$ cat src/rtl/scan_pkg.sv
package scan_pkg;

  typedef enum logic [1:0] {
    MODE_STEP = 2'b00,
    MODE_ONCE = 2'b01,
    MODE_LOOP = 2'b10,
    MODE_RSVD = 2'b11
  } scan_mode_e;

  typedef enum logic [1:0] {
    ST_IDLE = 2'b00,
    ST_REQ  = 2'b01,
    ST_WAIT = 2'b10
  } seq_state_e;

endpackage

$ cat src/rtl/scan_prio_search.sv
// Rotating priority search: lowest offset from base whose mask bit is set.
module scan_prio_search #(
  parameter int NCH = 8,
  parameter int CHW = $clog2(NCH)
) (
  input  logic [NCH-1:0] mask,
  input  logic [CHW-1:0] base,
  output logic           hit,
  output logic [CHW-1:0] idx
);

  logic [CHW-1:0] cand;

  always_comb begin
    hit  = 1'b0;
    idx  = base;
    cand = base;
    // walk downward so the smallest offset is the last one to win
    for (int i = NCH - 1; i >= 0; i--) begin
      cand = base + CHW'(i);
      if (mask[cand]) begin
        hit = 1'b1;
        idx = cand;
      end
    end
  end

endmodule

$ cat src/rtl/scan_step_ptr.sv
// Remembers where the next step-mode conversion resumes.
module scan_step_ptr #(
  parameter int CHW = 3
) (
  input  logic           clk,
  input  logic           rst_n,
  input  logic           clr,
  input  logic           load,
  input  logic [CHW-1:0] nxt,
  output logic [CHW-1:0] ptr,
  output logic           vld
);

  logic [CHW-1:0] ptr_d;
  logic           vld_d;
  logic           ptr_en;

  always_comb begin
    ptr_en = clr | load;
    ptr_d  = ptr;
    vld_d  = vld;
    if (clr) begin
      vld_d = 1'b0;
    end else if (load) begin
      ptr_d = nxt;
      vld_d = 1'b1;
    end
  end

  always_ff @(posedge clk or negedge rst_n) begin
    if (!rst_n) begin
      ptr <= '0;
      vld <= 1'b0;
    end else if (ptr_en) begin
      ptr <= ptr_d;
      vld <= vld_d;
    end
  end

endmodule

$ cat src/rtl/scan_sequencer.sv
module scan_sequencer #(
  parameter int NCH = 8,
  parameter int CHW = $clog2(NCH)
) (
  input  logic           clk,
  input  logic           rst_n,
  input  logic           cfg_wr,
  input  logic [1:0]     cfg_mode,
  input  logic [NCH-1:0] cfg_mask,
  input  logic [CHW-1:0] cfg_start,
  input  logic           go,
  input  logic           conv_done,
  output logic           conv_start,
  output logic [CHW-1:0] conv_ch,
  output logic           busy,
  output logic           scan_done
);
  import scan_pkg::*;

  localparam logic [CHW-1:0] ONE = CHW'(1);

  seq_state_e     state_q, state_d;
  logic [CHW-1:0] ch_q, ch_d;
  logic [CHW-1:0] first_q, first_d;
  logic           done_q, done_d;

  logic           first_hit, nxt_hit;
  logic [CHW-1:0] first_idx, nxt_idx, nxt_base;
  logic [CHW-1:0] ptr;
  logic           ptr_vld, ptr_load;
  logic           step_mode, mode_ok, resume, launch, wrap;
  scan_mode_e     mode;

  assign mode      = scan_mode_e'(cfg_mode);
  assign step_mode = (mode == MODE_STEP);
  assign mode_ok   = (mode != MODE_RSVD);
  assign nxt_base  = ch_q + ONE;

  scan_prio_search #(.NCH(NCH), .CHW(CHW)) u_first (
    .mask(cfg_mask), .base(cfg_start), .hit(first_hit), .idx(first_idx)
  );

  scan_prio_search #(.NCH(NCH), .CHW(CHW)) u_next (
    .mask(cfg_mask), .base(nxt_base), .hit(nxt_hit), .idx(nxt_idx)
  );

  scan_step_ptr #(.CHW(CHW)) u_ptr (
    .clk(clk), .rst_n(rst_n), .clr(cfg_wr), .load(ptr_load),
    .nxt(nxt_idx), .ptr(ptr), .vld(ptr_vld)
  );

  assign resume = step_mode & ptr_vld;
  assign launch = go & (state_q == ST_IDLE) & first_hit & mode_ok;
  assign wrap   = nxt_hit & (nxt_idx == first_q);

  // next-state logic
  always_comb begin
    state_d  = state_q;
    ch_d     = ch_q;
    first_d  = first_q;
    done_d   = done_q;
    ptr_load = 1'b0;
    if (cfg_wr) begin
      state_d = ST_IDLE;
      done_d  = 1'b0;
    end else begin
      unique case (state_q)
        ST_IDLE: begin
          if (launch) begin
            state_d = ST_REQ;
            done_d  = 1'b0;
            ch_d    = resume ? ptr : first_idx;
            if (!resume) first_d = first_idx;
          end
        end
        ST_REQ: state_d = ST_WAIT;
        ST_WAIT: begin
          if (conv_done) begin
            if (wrap) done_d = 1'b1;
            unique case (mode)
              MODE_STEP: begin
                state_d  = ST_IDLE;
                ptr_load = 1'b1;
              end
              MODE_ONCE: begin
                if (wrap) begin
                  state_d = ST_IDLE;
                end else begin
                  state_d = ST_REQ;
                  ch_d    = nxt_idx;
                end
              end
              MODE_LOOP: begin
                state_d = ST_REQ;
                ch_d    = nxt_idx;
              end
              default: state_d = ST_IDLE;
            endcase
          end
        end
        default: state_d = ST_IDLE;
      endcase
    end
  end

  // registers
  always_ff @(posedge clk or negedge rst_n) begin
    if (!rst_n) begin
      state_q <= ST_IDLE;
      ch_q    <= '0;
      first_q <= '0;
      done_q  <= 1'b0;
    end else begin
      state_q <= state_d;
      ch_q    <= ch_d;
      first_q <= first_d;
      done_q  <= done_d;
    end
  end

  assign conv_start = (state_q == ST_REQ);
  assign conv_ch    = ch_q;
  assign busy       = (state_q != ST_IDLE);
  assign scan_done  = done_q;

endmodule

$ cat config.mk
export PLATFORM = sky130hd
export DESIGN_NAME = scan_sequencer
export DESIGN_NICKNAME = d
export VERILOG_FILES = /design/src/rtl/scan_pkg.sv /design/src/rtl/scan_prio_search.sv /design/src/rtl/scan_step_ptr.sv /design/src/rtl/scan_sequencer.sv
export SDC_FILE = /design/constraint.sdc
export NUM_CORES = 1
export LEC_CHECK = 0
export BUFFER_PORTS_ARGS = -buffer_cell sky130_fd_sc_hd__clkbuf_2
export CAP_MARGIN = 20
export CORE_MARGIN = 2
export CORE_UTILIZATION = 30
export CTS_CLUSTER_SIZE = 40
export DETAILED_ROUTE_END_ITERATION = 16
export GPL_ROUTABILITY_DRIVEN = 0
export HOLD_SLACK_MARGIN = 0.05
export PLACE_DENSITY_LB_ADDON = 0.12
export SYNTH_ARGS = -nofsm -noshare
export SYNTH_HDL_FRONTEND = slang
export SYNTH_SLANG_ARGS = --single-unit
$ cat constraint.sdc
create_clock -name clk -period 4.2 [get_ports clk]
set_input_delay 0.21 -clock clk [delete_from_list [all_inputs] [get_ports clk]]
set_output_delay 0.21 -clock clk [all_outputs]
set_load 0.005 [all_outputs]
-- Yosys cells after proc, flatten, opt, wreduce, memory -nomap -nowiden
Index checks and enable logic that the tools add are counted.
Widths: inputs -> output; s select.
- add/sub/neg operators: 15
- $lt $le $gt $ge: 16
- equal/unequal tests: 13
- multiplexer cells: 87
- bitwise logic cells: 8
- reductions and logical operators: 12
- operator list (kind ; number):
    $lt 3x4->1 const B ; 16
    $mux 3 ; 20
    $bmux 1 s3 ; 16
    $mux 1 ; 43
    $add 3x3->3 const B ; 8
    $add 3x2->3 const B ; 4
    $ne 3x3->1 const B ; 4
    $pmux 3 s2 ; 2
    $add 3x1->3 const B ; 3
    $reduce_and 4->1 ; 2
    $mux 2 ; 3
    $ne 2x2->1 const B ; 3
    $pmux 2 s3 ; 1
    $reduce_and 6->1 ; 1
    $reduce_bool 2->1 ; 3
    $and 1x1->1 ; 5
    $eq 2x1->1 const B ; 2
    $eq 2x2->1 const B ; 2
    $logic_not 2->1 ; 2
    $pmux 1 s2 ; 2
    $reduce_and 2->1 ; 2
    $eq 3x3->1 ; 1
    $ne 3x2->1 const B ; 1
    $reduce_and 3->1 ; 1
    other kinds (3) ; 4
- bits in registers: 13
- output and inout port bits: 6
- word-level logic and storage cells: 157

-- Depth between registers and ports, before layout
Gate-level depths: netlist of the first run.
- depth in word-level cells: 19
- depth in mapped cells: 17
- depth with buffers taken out: 11

-- By module
Synthesis of the first run repeated with hierarchy kept, for this count alone.
- cells, all modules: 258
- area total of the unflattened synthesis: 2383.5 µm²
- by module, submodules not included (module ; instances ; cells each ; area an instance (µm²) ; sequential area each (µm²)):
    scan_prio_search ; 2 ; 92 ; 790.8 ; 0.0
    scan_sequencer ; 1 ; 64 ; 635.6 ; 225.2
    scan_step_ptr ; 1 ; 10 ; 166.4 ; 100.1

-- Least setup slack after synthesis of the first run
No wires, ideal clock.
- kind: register -> register
- from: register ch_q[0], in the netlist conv_ch[0]
- to: register ch_q[2], in the netlist conv_ch[2]
- setup time: 0.128 ns
- data arrival time: 4.175 ns
- required time: 4.072 ns
- setup slack: -0.103 ns
- stages on the path, launching flop included: 15
- cells stage by stage: dfrtp_1 > buf_6 > buf_2 > buf_2 > inv_1 > ha_1 > buf_2 > mux4_2 > or2_1 > mux4_2 > or4_1 > o2111a_1 > a41o_1 > a21oi_2 > mux2_1
- longest elaborated chain between the ends: 16
- RTL lines (item ; RTL line ; RTL):
    start: declaration ; scan_sequencer.sv:23 ; logic [CHW-1:0] ch_q, ch_d;
    start signal: assignment ; scan_sequencer.sv:115 ; ch_q <= ch_d;
    $add 3x1->3 * ; scan_sequencer.sv:37 ; assign nxt_base = ch_q + ONE;
    $add 3x3->3 ; scan_prio_search.sv:20 ; cand = base + CHW'(i);
    $bmux 1 s3 ; scan_prio_search.sv:21 ; if (mask[cand]) begin
    $mux 1 (not written as such) ; scan_prio_search.sv:21 ;
    $mux 3 (8 in series) ; scan_prio_search.sv:21 ;
    $eq 3x3->1 / $mux 3 (equally long branches) ; scan_sequencer.sv:54, scan_sequencer.sv:86 ;
    $and 1x1->1 / $pmux 3 s2 (equally long branches) ; scan_sequencer.sv:54, scan_sequencer.sv:80 ;
    $ne 3x3->1 (no line) / $mux 3 (equally long branches) ; -- ;
    $reduce_and 6->1 (no line) / $pmux 3 s2 (equally long branches) ; -- ;
Every way passes the cells marked *; elsewhere a longest branch is shown, timed or not. The select of a mux whose other input is x is not followed.
A chain may end at the register's enable or synchronous reset.

-- Final worst setup path of the first run
Same ends and word-level chain as after synthesis.

==> results.json, run 1 <==
{
  "seq_area_frac_synth": 0.122,
  "async_flop_share": 1.00,
  "cts_max_path_buffers": 2,
  "vias": 2561,
  "cts_resized": 0,
  "antenna_found_initial": 0,
  "hold_slack_ns": 0.222,
  "grt_overflow": 0,
  "postCtsSetupBuffers": 0,
  "synth_top_cell_by_area": "mux4_2",
  "slew_headroom": 0.586,
  "diodes": 0,
  "nets": 363,
  "first_global_vias": 2464,
  "end_kind": "flop",
  "post-place-ws_ns": 0.281,
  "postRouteAntennaNets": 0,
  "drt-vias-per-instance": 5.77,
  "yosys-top-cells-count": "nand2_1 (43), inv_1 (20), mux4_2 (19), a21oi_1 (17), clkbuf_1 (17)",
  "cts_buffers": 3,
  "port_buffers": 23,
  "p_leak_nw": 1.22,
  "synth_xor_area_frac": 0.0562,
  "setup.worst_path.start": "conv_ch[0]",
  "hold_path.startpoint": "cfg_wr",
  "cp_common_cell": "mux4_2",
  "hold_buffers": 1,
  "worstPathMaxFanout": 7,
  "cp-start-kind": "flop",
  "yosys.area_share.simple": 0.193,
  "worst_slack_ns": 0.270,
  "clockRootBuffer": "clkbuf_8",
  "tightestPinTransition_ns": 0.620,
  "first_pass_iters": 4,
  "final_cells": 444,
  "path_clk_slew_ns": 0.06,
  "synth_cell_types": 63,
  "final_cell_area_mm2": 0.00293,
  "syn_avg_cell_area_um2": 8.22,
  "r2r_start": "conv_ch[0]",
  "synth_area_leaders": "mux4_2 (16%), dfrtp_1 (12%), mux2_2 (6.7%)",
  "total_power_mw": 2.22,
  "ys.flop_type": "dfrtp_1",
  "cts_htree_levels": 1,
  "max_freq_mhz": 254,
  "criticalPathCategory": "flop to flop",
  "finalMaxSlewViolations": 0,
  "drive_above_1_share": 0.229,
  "grt_usage": 0.158,
  "muxShareOfSynthArea": 0.285,
  "slowest_stage": "or4_1",
  "synth.cell_area_mm2": 0.00267,
  "first_iter_violations": 132,
  "clk_latency_ns": 0.24,
  "grt_max_degree": 26,
  "wl_um": 7590,
  "core-area_mm2": 0.00868,
  "status": "completed",
  "io_pins": 24,
  "fin_crit_sh": 0.936,
  "syn_to_final_growth_pct": 9.84,
  "synth_top_family_by_area": "multiplexers",
  "fillers": 952,
  "vdd_drop_max_mv": 0.308,
  "place_inst": 439,
  "skew_ns": 0.00178,
  "maxCapViolations": 0,
  "drc": 0,
  "die_area_mm2": 0.00967,
  "cp_cell_sequence": "inv_1 -> ha_1 -> mux4_2 -> or2_1 -> mux4_2 -> or4_1 -> o2111a_1 -> a41o_1 -> a21oi_2 -> mux2_1",
  "powerDensity_mw_per_mm2": 758,
  "tns_ns": 0,
  "yosys_warnings": 0,
  "syn-num-nets": 351,
  "rows": 34,
  "cp.required_ns": 4.33,
  "wl_per_cell_um": 17.1,
  "critical-path-max-stage-delay_ns": 0.65,
  "setup_viol": 0,
  "start_util": 0.308,
  "synth_cells": 325,
  "holdCritPathClass": "primary input to flop",
  "grt_pass1_wl_um": 12800,
  "rsz0062_at_grt": "no",
  "final_hold_viol_count": 0,
  "synth_edf_count": 0,
  "synthAdderAreaFrac": 0.0375,
  "die_w_um": 98.4,
  "dp_hpwl_um": 5780,
  "cts_tree": "built",
  "final_core_util": 0.338,
  "synth_seq_cells": 13,
  "post-route-min-period_ns": 3.93,
  "dieHeight_um": 98.4,
  "cts.sinks": 13,
  "yosys.cell_count.top_type": "nand2_1",
  "arrival_ns": 4.06,
  "synth_top_area_share": 0.160,
  "dpl_cell_area_mm2": 0.00288,
  "synth-compound-area-share": 0.237
}
final timing paths:
| check | slack [ns] | endpoint | cells past startpoint |
|---|---|---|---|
| hold / removal | 0.22 | state_q[0] | 2 |
| hold reg to reg | 0.48 | u_ptr.ptr[2] | 2 |
| max in group asynchronous | 3.53 | first_q[1] | 2 |
| setup / recovery | 0.27 | conv_ch[2] | 10 |
| setup reg to reg | 0.27 | conv_ch[2] | 10 |
| min in group asynchronous | 0.41 | state_q[0] | 2 |
flip-flops by register name, summed over array words and instances (netlist names):
name and count:
first_q 3, scan_done 1, u_ptr.ptr 3, conv_ch 3, u_ptr.vld 1, state_q 2
routing by layer:
layer / track usage / vias to the layer above / part of all wire
met5: 0 / - / 0
met4: 0.0337 / 0 / 0.015
met3: 0.0122 / 11 / 0.031
met2: 0.259 / 61 / 0.47
met1: 0.228 / 1245 / 0.48
li1: - / 1244 / -
power by group:
group | leakage, nW | total (mW) | internal [mW] | switching, mW
clock | 0.0228 | 0.114 | 0.0671 | 0.0469
combinational | 1.03 | 1.90 | 0.877 | 1.02
sequential | 0.168 | 0.210 | 0.159 | 0.0509
total | 1.22 | 2.22 | 1.10 | 1.12
cell usage in the layout, fill, tap and decap left out, drive strengths merged, types with 3 or more instances in the layout:
cell / Yosys / layout
nor2: 16 / 16
a21oi: 18 / 18
xnor2: 9 / 9
ha: 8 / 8
mux2: 18 / 18
nor3: 13 / 13
and3: 3 / 3
mux2i: 13 / 13
a221oi: 7 / 7
buf: 9 / 9
o21ai: 16 / 16
nand2: 43 / 43
or2: 7 / 7
mux4: 19 / 19
nor2b: 4 / 4
dfrtp: 13 / 13
nand3b: 4 / 4
o211a: 4 / 4
clkbuf: 17 / 27
xor2: 3 / 3
nand3: 6 / 6
a211oi: 7 / 7
inv: 20 / 20
nand2b: 4 / 4
a31oi: 3 / 3
critical path: cells and delay by family, from the launching register on:
family	cells	cell delay, ns
multiplexers	3	1.39
buffers and inverters	1	0.10
AO/OA/AOI/OAI	3	0.63
flip-flops	1	0.34
adder cells (fa/ha/maj)	1	0.48
AND/OR/NAND/NOR	2	0.87
logic make-up (layout without fill, tap and decap cells):
group           count (synthesis)  count (layout)
flops                          13              13
mux                            50              50
compound gates                 86              86
fa+ha+maj                       8               8
simple gates                  107             107
xor+xnor                       14              14
buf+inv                        47              58
area by class of cell:
class / count / area, µm² / area share
clock buffers: 4 / 45.0 / 0.0154
inverters: 21 / 78.8 / 0.0269
multi-input cells: 265 / 2160 / 0.735
flip-flops and latches: 13 / 325 / 0.111
well taps: 108 / 135 / 0.0461
repair buffers: 33 / 193 / 0.0657
No activity file was read; power rests on OpenSTA's default activity.
==> inputs of run 2 (changes only) <==
CELL_PAD_IN_SITES_DETAIL_PLACEMENT = 0   (was unset)
CELL_PAD_IN_SITES_GLOBAL_PLACEMENT = 1   (was unset)
==> run 2 against run 1 <==
Against the previous run: setup slack improved by 0.018 ns; via count increased by 1.1%; sequential power decreased by 9%; maximum frequency increased by 0.46%; combinational power increased by 3%; first-iteration DRC count increased by 8.3%; clock power about the same.
==> results.json, run 2 (synthesized netlist as in run 1, its figures left out) <==
{
  "hold_path.startpoint": "cfg_wr",
  "cts_tree": "built",
  "io_pins": 24,
  "holdCritPathClass": "primary input to flop",
  "arrival_ns": 4.04,
  "postCtsSetupBuffers": 0,
  "tns_ns": 0,
  "critical-path-max-stage-delay_ns": 0.64,
  "nets": 365,
  "rows": 34,
  "clk_latency_ns": 0.25,
  "rsz0062_at_grt": "no",
  "setup.worst_path.start": "conv_ch[0]",
  "worst_r2r_path_depth": 10,
  "cts_max_path_buffers": 2,
  "grt_overflow": 0,
  "path_clk_slew_ns": 0.06,
  "syn_to_final_growth_pct": 10.4,
  "critPathBufInv": 1,
  "dpl_cell_area_mm2": 0.00289,
  "grt_pass1_wl_um": 13200,
  "slowest_stage": "or4_1",
  "antenna_found_initial": 0,
  "cp-start-kind": "flop",
  "drc": 0,
  "skew_ns": 0.00427,
  "cp.depth": 10,
  "cp_common_cell": "mux4_2",
  "die_w_um": 98.4,
  "post-route-min-period_ns": 3.91,
  "finalMaxSlewViolations": 0,
  "status": "completed",
  "layout_commonest_cell": "nand2_1",
  "grt_usage": 0.164,
  "cts.sinks": 13,
  "first_iter_violations": 143,
  "final_core_util": 0.340,
  "cp.required_ns": 4.32,
  "dieHeight_um": 98.4,
  "grt_max_degree": 20,
  "vdd_drop_max_mv": 0.251,
  "tightestPinTransition_ns": 0.534,
  "cp_cell_sequence": "inv_1 -> ha_1 -> mux4_2 -> or2_1 -> mux4_2 -> or4_1 -> o2111a_1 -> a41o_1 -> a21oi_2 -> mux2_1",
  "p_leak_nw": 1.23,
  "diodes": 0,
  "cts_buffers": 3,
  "clockRootBuffer": "clkbuf_8",
  "wl_um": 7730,
  "layout_common_cells": "nand2_1 (43), clkbuf_2 (23), inv_1 (20), mux4_2 (19), a21oi_1 (17)",
  "start_util": 0.308,
  "crit_family": "multiplexers",
  "setup_viol": 0,
  "r2r_start": "conv_ch[0]",
  "cts_resized": 0,
  "total_power_mw": 2.26,
  "final_hold_viol_count": 0,
  "dp_hpwl_um": 5970,
  "postRouteAntennaNets": 0,
  "holdPathStages": 2,
  "wl_per_cell_um": 17.3,
  "drt-vias-per-instance": 5.80,
  "die_area_mm2": 0.00967,
  "worstPathMaxFanout": 7,
  "slew_headroom": 0.633,
  "first_pass_iters": 4,
  "criticalPathCategory": "flop to flop",
  "hold_slack_ns": 0.218,
  "max_freq_mhz": 256,
  "powerDensity_mw_per_mm2": 765,
  "port_buffers": 23,
  "core-area_mm2": 0.00868,
  "first_global_vias": 2591,
  "maxCapViolations": 0,
  "final_cell_area_mm2": 0.00295,
  "vias": 2589,
  "fin_crit_sh": 0.931,
  "drive_above_1_share": 0.237,
  "cts_htree_levels": 1,
  "end_kind": "flop"
}
## run 2: changes by cell type in the layout (fill, tap and decap cells not counted), sizes merged
cell    change
buf         +2
clkbuf      -1
clkinv      +1
## run 2: path summary, 6_finish.rpt
| kind | slack, ns | to |
|---|---|---|
| max | 0.29 | conv_ch[2] |
| min | 0.22 | state_q[1] |
| max reg2reg | 0.29 | conv_ch[2] |
| min reg2reg | 0.48 | u_ptr.ptr[2] |
| max in group asynchronous | 3.55 | first_q[1] |
| min in group asynchronous | 0.40 | first_q[0] |
## run 2: layer usage
layer | up-vias | track usage | routed length [µm]
li1 | 1248 | - | -
met1 | 1253 | 0.229 | 3650
met2 | 66 | 0.272 | 3650
met3 | 22 | 0.0165 | 254
met4 | 0 | 0.0421 | 177
met5 | - | 0 | 0
## run 2: per-stage QoR
step,worst slack (ns),std cells
floorplan,0.0275,325
global placement,0.347,441
detailed placement,0.302,441
CTS,0.282,446
global route,0.135,446
finish,0.288,446
## run 2: layout make-up
type / count / area (µm²)
inverter: 21 / 78.8
tap: 108 / 135
multi-input combinational: 265 / 2160
sequential: 13 / 325
timing repair buffer: 35 / 208
clock inverter: 1 / 5.00
fill: 922 / 5730
clock buffer: 3 / 41.3
## run 2: report_power, final
part	internal (mW)	leakage (nW)	switching (mW)	total, mW
clock	0.0656	0.0255	0.0458	0.111
combinational	0.890	1.04	1.06	1.95
sequential	0.160	0.168	0.0327	0.192
## run 2: repair_timing
action                     4_1_cts  5_1_grt
hold buffers                     1        0
setup endpoints to repair        0        0
hold endpoints to repair        13        0
